## src/rtl/lsd_pkg.sv

```systemverilog
package lsd_pkg;

  typedef enum logic [1:0] {
    FC_GND_SHORT = 2'b00,
    FC_OVERLOAD  = 2'b01,
    FC_OPEN_LOAD = 2'b10,
    FC_NONE      = 2'b11
  } fail_code_e;

  // Rank used for overwrite decisions: larger wins.
  function automatic logic [1:0] fc_rank(input fail_code_e c);
    case (c)
      FC_OVERLOAD:  fc_rank = 2'd3;
      FC_GND_SHORT: fc_rank = 2'd2;
      FC_OPEN_LOAD: fc_rank = 2'd1;
      default:      fc_rank = 2'd0;
    endcase
  endfunction

endpackage

```

## src/rtl/lsd_sync.sv

```systemverilog
module lsd_sync #(
  parameter int            W    = 1,
  parameter logic [W-1:0]  INIT = '0
) (
  input  logic         clk,
  input  logic         rst_n,
  input  logic [W-1:0] d,
  output logic [W-1:0] q
);
  logic [W-1:0] stage1;

  // Two-flop synchroniser; one pair per bit.
  for (genvar i = 0; i < W; i++) begin : g_bit
    always_ff @(posedge clk or negedge rst_n) begin
      if (!rst_n) begin
        stage1[i] <= INIT[i];
        q[i]      <= INIT[i];
      end else begin
        stage1[i] <= d[i];
        q[i]      <= stage1[i];
      end
    end
  end
endmodule

```

## src/rtl/lsd_overload_guard.sv

```systemverilog
module lsd_overload_guard #(
  parameter int SC_CYC = 5
) (
  input  logic clk,
  input  logic rst_n,
  input  logic srst,
  input  logic on_cmd,
  input  logic oc,
  input  logic ot,
  output logic gate_q,
  output logic latched,
  output logic trip_ev
);
  localparam int CW = $clog2(SC_CYC + 1);

  logic [CW-1:0] sc_cnt;
  logic          armed;
  logic          trip_now;

  assign armed    = on_cmd && !latched;
  assign trip_now = armed && (ot || (oc && (sc_cnt == CW'(SC_CYC))));
  assign trip_ev  = trip_now;

  always_ff @(posedge clk or negedge rst_n) begin
    if (!rst_n) begin
      sc_cnt  <= '0;
      latched <= 1'b0;
      gate_q  <= 1'b0;
    end else if (srst) begin
      sc_cnt  <= '0;
      latched <= 1'b0;
      gate_q  <= 1'b0;
    end else begin
      if (!armed || !oc)
        sc_cnt <= '0;
      else if (sc_cnt != CW'(SC_CYC))
        sc_cnt <= sc_cnt + 1'b1;
      // Latch holds until the command is released.
      latched <= on_cmd && (latched || trip_now);
      gate_q  <= armed && !trip_now;
    end
  end
endmodule

```

## src/rtl/lsd_diag_filter.sv

```systemverilog
module lsd_diag_filter #(
  parameter int DIAG_CYC = 65
) (
  input  logic clk,
  input  logic rst_n,
  input  logic srst,
  input  logic on_cmd,
  input  logic live,
  input  logic drain_low,
  input  logic load_low,
  output logic scg_ev,
  output logic ol_ev
);
  localparam int DW = $clog2(DIAG_CYC + 1);

  logic [DW-1:0] cnt;
  logic          on_d;
  logic          ol_pend;
  logic          cond;
  logic          steady;
  logic          qual;
  logic          sporadic;
  logic          static_off;

  assign steady     = (on_cmd == on_d);
  assign cond       = on_cmd ? (live && load_low) : drain_low;
  assign qual       = steady && cond && (cnt == DW'(DIAG_CYC));
  assign sporadic   = ol_pend && on_cmd && live && !load_low;
  assign static_off = ol_pend && on_d && !on_cmd;
  assign scg_ev     = qual && !on_cmd;
  assign ol_ev      = sporadic || static_off;

  always_ff @(posedge clk or negedge rst_n) begin
    if (!rst_n) begin
      cnt     <= '0;
      on_d    <= 1'b0;
      ol_pend <= 1'b0;
    end else if (srst) begin
      cnt     <= '0;
      on_d    <= 1'b0;
      ol_pend <= 1'b0;
    end else begin
      on_d <= on_cmd;
      // Shared counter, retriggered by any command change.
      if (!steady || !cond)
        cnt <= '0;
      else if (cnt != DW'(DIAG_CYC))
        cnt <= cnt + 1'b1;
      if (ol_ev)
        ol_pend <= 1'b0;
      else if (qual && on_cmd)
        ol_pend <= 1'b1;
    end
  end
endmodule

```

## src/rtl/lsd_fail_reg.sv

```systemverilog
module lsd_fail_reg
  import lsd_pkg::*;
(
  input  logic       clk,
  input  logic       rst_n,
  input  logic       srst,
  input  logic       clear,
  input  logic       ev_ovl,
  input  logic       ev_scg,
  input  logic       ev_ol,
  output fail_code_e code
);
  fail_code_e ev_code;
  logic       ev_any;

  always_comb begin
    ev_any  = 1'b1;
    ev_code = FC_NONE;
    if (ev_ovl)      ev_code = FC_OVERLOAD;
    else if (ev_scg) ev_code = FC_GND_SHORT;
    else if (ev_ol)  ev_code = FC_OPEN_LOAD;
    else             ev_any  = 1'b0;
  end

  always_ff @(posedge clk or negedge rst_n) begin
    if (!rst_n)
      code <= FC_NONE;
    else if (srst)
      code <= FC_NONE;
    else if (clear)
      code <= ev_any ? ev_code : FC_NONE;
    else if (ev_any && (fc_rank(ev_code) > fc_rank(code)))
      code <= ev_code;
  end
endmodule

```

## src/rtl/lsd_fault_supervisor.sv

```systemverilog
module lsd_fault_supervisor
  import lsd_pkg::*;
#(
  parameter int SC_CYC   = 5,
  parameter int DIAG_CYC = 65
) (
  input  logic       clk,
  input  logic       rst_n,
  input  logic       uv_reset,
  input  logic       cmd_n,
  input  logic       oc_flag,
  input  logic       ot_flag,
  input  logic       drain_low,
  input  logic       load_low,
  input  logic       reg_clear,
  output logic       gate_en,
  output logic [1:0] fail_code
);
  localparam int NSYNC = 5;

  logic [NSYNC-1:0] raw_in;
  logic [NSYNC-1:0] syn;
  logic             s_cmd_n, s_oc, s_ot, s_drain, s_load;
  logic             on_cmd;
  logic             gate_q, latched, trip_ev;
  logic             scg_ev, ol_ev;
  fail_code_e       code;

  assign raw_in = {load_low, drain_low, ot_flag, oc_flag, cmd_n};
  assign {s_load, s_drain, s_ot, s_oc, s_cmd_n} = syn;
  assign on_cmd = !s_cmd_n;

  // Command resets to "off" so an undriven input never enables the gate.
  lsd_sync #(.W(NSYNC), .INIT(5'b00001)) u_sync (
    .clk(clk), .rst_n(rst_n), .d(raw_in), .q(syn)
  );

  lsd_overload_guard #(.SC_CYC(SC_CYC)) u_guard (
    .clk(clk), .rst_n(rst_n), .srst(uv_reset), .on_cmd(on_cmd),
    .oc(s_oc), .ot(s_ot), .gate_q(gate_q), .latched(latched),
    .trip_ev(trip_ev)
  );

  lsd_diag_filter #(.DIAG_CYC(DIAG_CYC)) u_diag (
    .clk(clk), .rst_n(rst_n), .srst(uv_reset), .on_cmd(on_cmd),
    .live(!latched), .drain_low(s_drain), .load_low(s_load),
    .scg_ev(scg_ev), .ol_ev(ol_ev)
  );

  lsd_fail_reg u_freg (
    .clk(clk), .rst_n(rst_n), .srst(uv_reset), .clear(reg_clear),
    .ev_ovl(trip_ev), .ev_scg(scg_ev), .ev_ol(ol_ev), .code(code)
  );

  assign gate_en   = gate_q && rst_n && !uv_reset;
  assign fail_code = code;
endmodule

```

## config.mk

```make
export PLATFORM = sky130hd
export DESIGN_NAME = lsd_fault_supervisor
export DESIGN_NICKNAME = d
export VERILOG_FILES = /design/src/rtl/lsd_pkg.sv /design/src/rtl/lsd_sync.sv /design/src/rtl/lsd_overload_guard.sv /design/src/rtl/lsd_diag_filter.sv /design/src/rtl/lsd_fail_reg.sv /design/src/rtl/lsd_fault_supervisor.sv
export SDC_FILE = /design/constraint.sdc
export NUM_CORES = 1
export LEC_CHECK = 0
export ABC_AREA = 1
export BUFFER_PORTS_ARGS = -buffer_cell sky130_fd_sc_hd__buf_2
export CAP_MARGIN = 5
export CORE_MARGIN = 1.5
export CORE_UTILIZATION = 33
export CTS_BUF_LIST = sky130_fd_sc_hd__clkbuf_16
export CTS_CLUSTER_DIAMETER = 50
export DETAILED_ROUTE_END_ITERATION = 6
export GPL_TIMING_DRIVEN = 0
export MAX_ROUTING_LAYER = met4
export PLACE_DENSITY_LB_ADDON = 0.12
export REMOVE_ABC_BUFFERS = 1
export SLEW_MARGIN = 5
export SYNTH_ARGS = -nofsm -noshare
export SYNTH_HDL_FRONTEND = slang
export SYNTH_SLANG_ARGS = --single-unit
```

## constraint.sdc

```tcl
create_clock -name clk -period 5.1 [get_ports clk]
set_input_delay 1.53 -clock clk [delete_from_list [all_inputs] [get_ports clk]]
set_output_delay 1.53 -clock clk [all_outputs]
set_load 0.05 [all_outputs]
```

# After elaboration in Yosys (flattened, before gate mapping)

Index checks and enable logic that the tools add are counted.

Register bits: 26
Input port bits: 9
Output and inout bits: 3
Word-level logic and storage cells: 96

Add/sub/neg operators: 2
$lt $le $gt $ge: 1
Equal/unequal tests: 9
Mux-type cells: 29
Reductions and logical operators: 38

Operators with widths:

| kind                                          | number |
|---|---|
| 2-to-1 mux 7 bit                              | 3 |
| 2-to-1 mux 2 bit                              | 10 |
| logical AND 1 bit                             | 18 |
| case mux 2 bit (3 select lines)               | 2 |
| nonzero test 3 bit                            | 4 |
| 2-to-1 mux 1 bit                              | 11 |
| zero test 1 bit                               | 9 |
| 2-to-1 mux 3 bit                              | 3 |
| adder 7 x 1 -> 7 bit, second input constant   | 1 |
| == test 7 bit, second input constant          | 1 |
| != test 7 bit, second input constant          | 1 |
| logical OR 1 bit                              | 5 |
| == test 2 x 1 -> 1 bit, second input constant | 2 |
| == test 2 bit, second input constant          | 2 |
| zero test 2 bit                               | 2 |
| adder 3 x 1 -> 3 bit, second input constant   | 1 |
| == test 3 bit, second input constant          | 1 |
| != test 3 bit, second input constant          | 1 |
| > comparator 2 bit                            | 1 |
| == test 1 bit                                 | 1 |

# Logic depth before layout (Yosys ltp)

Depth in word-level cells: 17
Gate-level depth with buffers: 15

# Modules after synthesis

From an unflattened synthesis, not the netlist that was laid out.

Cell total of the unflattened synthesis: 159
Area total of the unflattened synthesis: 1,331.3 um^2

Modules (own cells, without submodules):

| module               | times used | cells an instance | area an instance (um^2) |
|---|---|---|---|
| lsd_diag_filter      | 1          | 71                | 549.3 |
| lsd_overload_guard   | 1          | 42                | 294.0 |
| lsd_sync             | 1          | 10                | 252.7 |
| lsd_fail_reg         | 1          | 32                | 217.7 |
| lsd_fault_supervisor | 1          | 4                 | 17.5 |

# Worst setup path after synthesis

No wires, ideal clock.

Path kind: input-to-output
Start: in rst_n
End: out gate_en
Data arrival time: 2.209 ns
Data required time: 3.570 ns
Path slack: 1.361 ns
Cell stages on the path: 2
Path buffers: 0
Path through: nand2_1 nor2_1

Word-level cells in the longest chain between the ends: 2

Ends and longest elaborated chain:

| element                        | line                       | source |
|---|---|---|
| start, declared                | lsd_fault_supervisor.sv:8  | `input logic rst_n,` |
| logical AND 1 bit (2 in a row) | lsd_fault_supervisor.sv:55 | `assign gate_en = gate_q && rst_n && !uv_reset;` |
| end, declared                  | lsd_fault_supervisor.sv:16 | `output logic gate_en,` |

Every way passes these cells.

# Worst setup path after layout

Ends and elaborated chain as after synthesis.

==> impl_metrics.csv <==
group,metric,value,unit
logic_synthesis,ys_seq_elements,26,
power,p_sw_share,22.1,%
critical_path,cp-end-kind,"output pin",
min_path,worstHoldStart,"u_sync.stage1[2]$_DFF_PN0_",
die,initial_core_util,34.1,%
min_path,hold_path_class,"register to register",
cells_and_area,multiInputGateArea,492,sq um
critical_path,cpLargestDelayFamily,"buffers and inverters",
clock_tree,cts_hold_buf,0,
cells_and_area,diodes,0,
logic_synthesis,syn_area,0.00124,sq mm
timing,setup_viol,0,
cells_and_area,area_growth,15.7,%
logic_synthesis,synthDominantCellAreaShare,44.5,%
cells_and_area,regArea,656,sq um
die,fp.coreArea,0.00363,sq mm
logic_synthesis,synth-edff-count,0,
detailed_routing,avgRoutedWirePerCell,9.23,um
timing,max_slew_margin,61.9,%
global_routing,antenna_found_initial,0,
status,status,"complete, no violations",
critical_path,cpPeakStageDelay,0.46,ns
critical_path,start_kind,"primary input",
logic_synthesis,syn_avg_cell_area,9.10,sq um
detailed_routing,routed_wl,1840,um
detailed_routing,drcViolationCount,0,
critical_path,cp_slowest_cell,"buf_2",
global_routing,grt_max_degree,28,
timing,clock_skew,0.00263,ns
logic_synthesis,syn_inst,136,
timing,final-max-slew-violation-count,0,
cells_and_area,drive_gt1_share,18.5,%
global_routing,grtUsageTotal,11.8,%
critical_path,r2r-start,"u_guard.sc_cnt[1]$_DFFE_PN0P_",
global_routing,grt_pass1_wl,3790,um
clock_tree,postCtsSetupBuffers,0,
timing,final.period_utilization,78.2,%
critical_path,cp_max_fo,27,
power,combPwrFrac,9.4,%
placement,dpl.hpwl,1430,um
clock_tree,cts_made_buffers,3,
power,internal-power,333,uW
die,die_h,64.2,um
clock_tree,h-tree-depth,1,
die,io_pins,12,
logic_synthesis,synth.largest_area_cell,"dfrtp_1",
timing,max_freq,251,MHz
clock_tree,clk_pin_slew,0.06,ns
detailed_routing,ant_nets,0,
power,p_seq_share,51.3,%
timing,whs,0.346,ns
clock_tree,cts_resized,0,
timing,tightest_slew,0.572,ns
die,fp.dieArea,0.00413,sq mm
critical_path,crit_required,3.57,ns
logic_synthesis,synth.most_common_cell,"nand2_1",
placement,port_buffers,11,
clock_tree,insertion_delay,0.25,ns
power,p_switching,94.5,uW
clock_tree,cts.path.max_buffers,2,
detailed_routing,dr.pass1.iters,4,
detailed_routing,vias,844,
logic_synthesis,synth_ff_type,"dfrtp_1",
logic_synthesis,ys_top_cells_by_area,"dfrtp_1, nand2_1, dfstp_2, ha_1, inv_1",
logic_synthesis,ys_async_sr_fraction,100,%
detailed_routing,dr.first_iter.drc_count,22,
timing,grt_setup_unrepaired,"no",
die,fp.dieW,64.2,um
power,peakVddDrop,146,uV
global_routing,grt_pass1_vias,904,
critical_path,critPathKind,"primary input to output pin",
logic_synthesis,yosysSeqAreaShare,53.0,%
cells_and_area,num-nets-final,169,
timing,setup_tns,0,ns
clock_tree,clkSinkCount,26,
logic_synthesis,yosysUniqueCellTypes,22,
clock_tree,clockRootBuffer,"clkbuf_16",
critical_path,path_buf_inv,2,
logic_synthesis,synth_warnings,0,
global_routing,grt.overflow.total,0,
cells_and_area,final.fill_count,393,
power,power_leakage,0.712,nW
critical_path,arrival,2.46,ns
timing,hold_viol,0,
placement,gp_congestion,0.736,
critical_path,critPathLaunch,"rst_n",
detailed_routing,via_per_inst,4.24,
power,powerDensity,299,mW/mm^2
die,rows,22,
critical_path,path_cells,"buf_2, nand2_1, nor2_1, buf_2",
power,p_clk_share,39.3,%
flow_run,maxCapViolations,0,
critical_path,crit_path_frequent_cell,"buf_2",
logic_synthesis,netlist_top_cells_count,"nand2_1, inv_1, dfrtp_1",
clock_tree,cts_tree,"yes",
timing,fin_crit,3.99,ns
metal layers:
metal | share of wire, % | vias up | global-route usage (%)
met2 | 46 | 10 | 19.5
met3 | 2.3 | 2 | 2.64
li1 | - | 452 | -
met1 | 51 | 380 | 14.3
met4 | 0.44 | 0 | 3.99
met5 | 0 | - | -
through the flow:
step	utilization (%)	instances	instance area (sq um)	setup slack (ns)	power [mW]
after floorplan	-	136	1240	1.36	0.250
after global placement	37.2	195	1350	1.05	0.264
after detailed placement	37.2	195	1350	1.06	0.264
after CTS	39.4	199	1430	1.05	0.438
after global routing	39.4	199	1430	0.973	0.453
final	39.4	199	1430	1.11	0.428
cell type report:
type,count,share of cell area (%)
Inverter,24,6.29
Multi-Input combinational cell,86,34.4
Timing Repair Buffer,11,3.85
Tap cell,48,4.20
Sequential cell,26,45.8
Clock inverter,1,0.262
Clock buffer,3,5.24
cell families (layout without fill, tap and decap cells):
| family | Yosys count | in the layout | synth area share, % |
|---|---|---|---|
| compound gates | 15 | 15 | 6.98 |
| xor+xnor | 3 | 3 | 2.12 |
| fa+ha+maj | 8 | 8 | 8.09 |
| buf+inv | 24 | 39 | 7.28 |
| flops | 26 | 26 | 53.0 |
| simple gates | 60 | 60 | 22.5 |
registers in the layout, summed over array words and instances (netlist names):
name and count:
u_diag.cnt 7, u_diag.ol_pend 1, u_diag.on_d 1, u_freg.code 2, u_guard.gate_q 1, u_guard.latched 1, u_guard.sc_cnt 3, u_sync.q 5
u_sync.stage1 5
power by group through the flow:
stage	Combinational [mW]	Clock, mW	Sequential, mW
after detailed placement	0.0411	0	0.223
final	0.0403	0.168	0.219
after CTS	0.0414	0.177	0.219
after floorplan	0.0228	0	0.227
after global routing	0.0480	0.185	0.220
after global placement	0.0406	0	0.223
layout by cell type, fill, tap and decap left out, drive strengths merged, types with 3 or more instances in the layout:
master | Yosys | layout
nor2 | 16 | 16
buf | 0 | 11
dfrtp | 22 | 22
dfstp | 4 | 4
nor3 | 4 | 4
inv | 24 | 24
nand3 | 6 | 6
clkbuf | 0 | 3
ha | 8 | 8
a21oi | 7 | 7
nand2 | 33 | 33
o21ai | 5 | 5
worst paths after layout:
check / to / slack (ns) / cells after the start
setup reg to reg: u_freg.code[0]$_DFFE_PN1P_ / 3.05 / 13
max in group asynchronous: u_freg.code[0]$_DFFE_PN1P_ / 3.45 / 1
min in group asynchronous: u_diag.cnt[2]$_DFFE_PN0P_ / 1.27 / 1
hold reg to reg: u_sync.q[2]$_DFF_PN0_ / 0.35 / 0
setup / recovery: gate_en / 1.11 / 4
hold / removal: u_sync.q[2]$_DFF_PN0_ / 0.35 / 0
No activity file was read; power rests on OpenSTA's default activity.
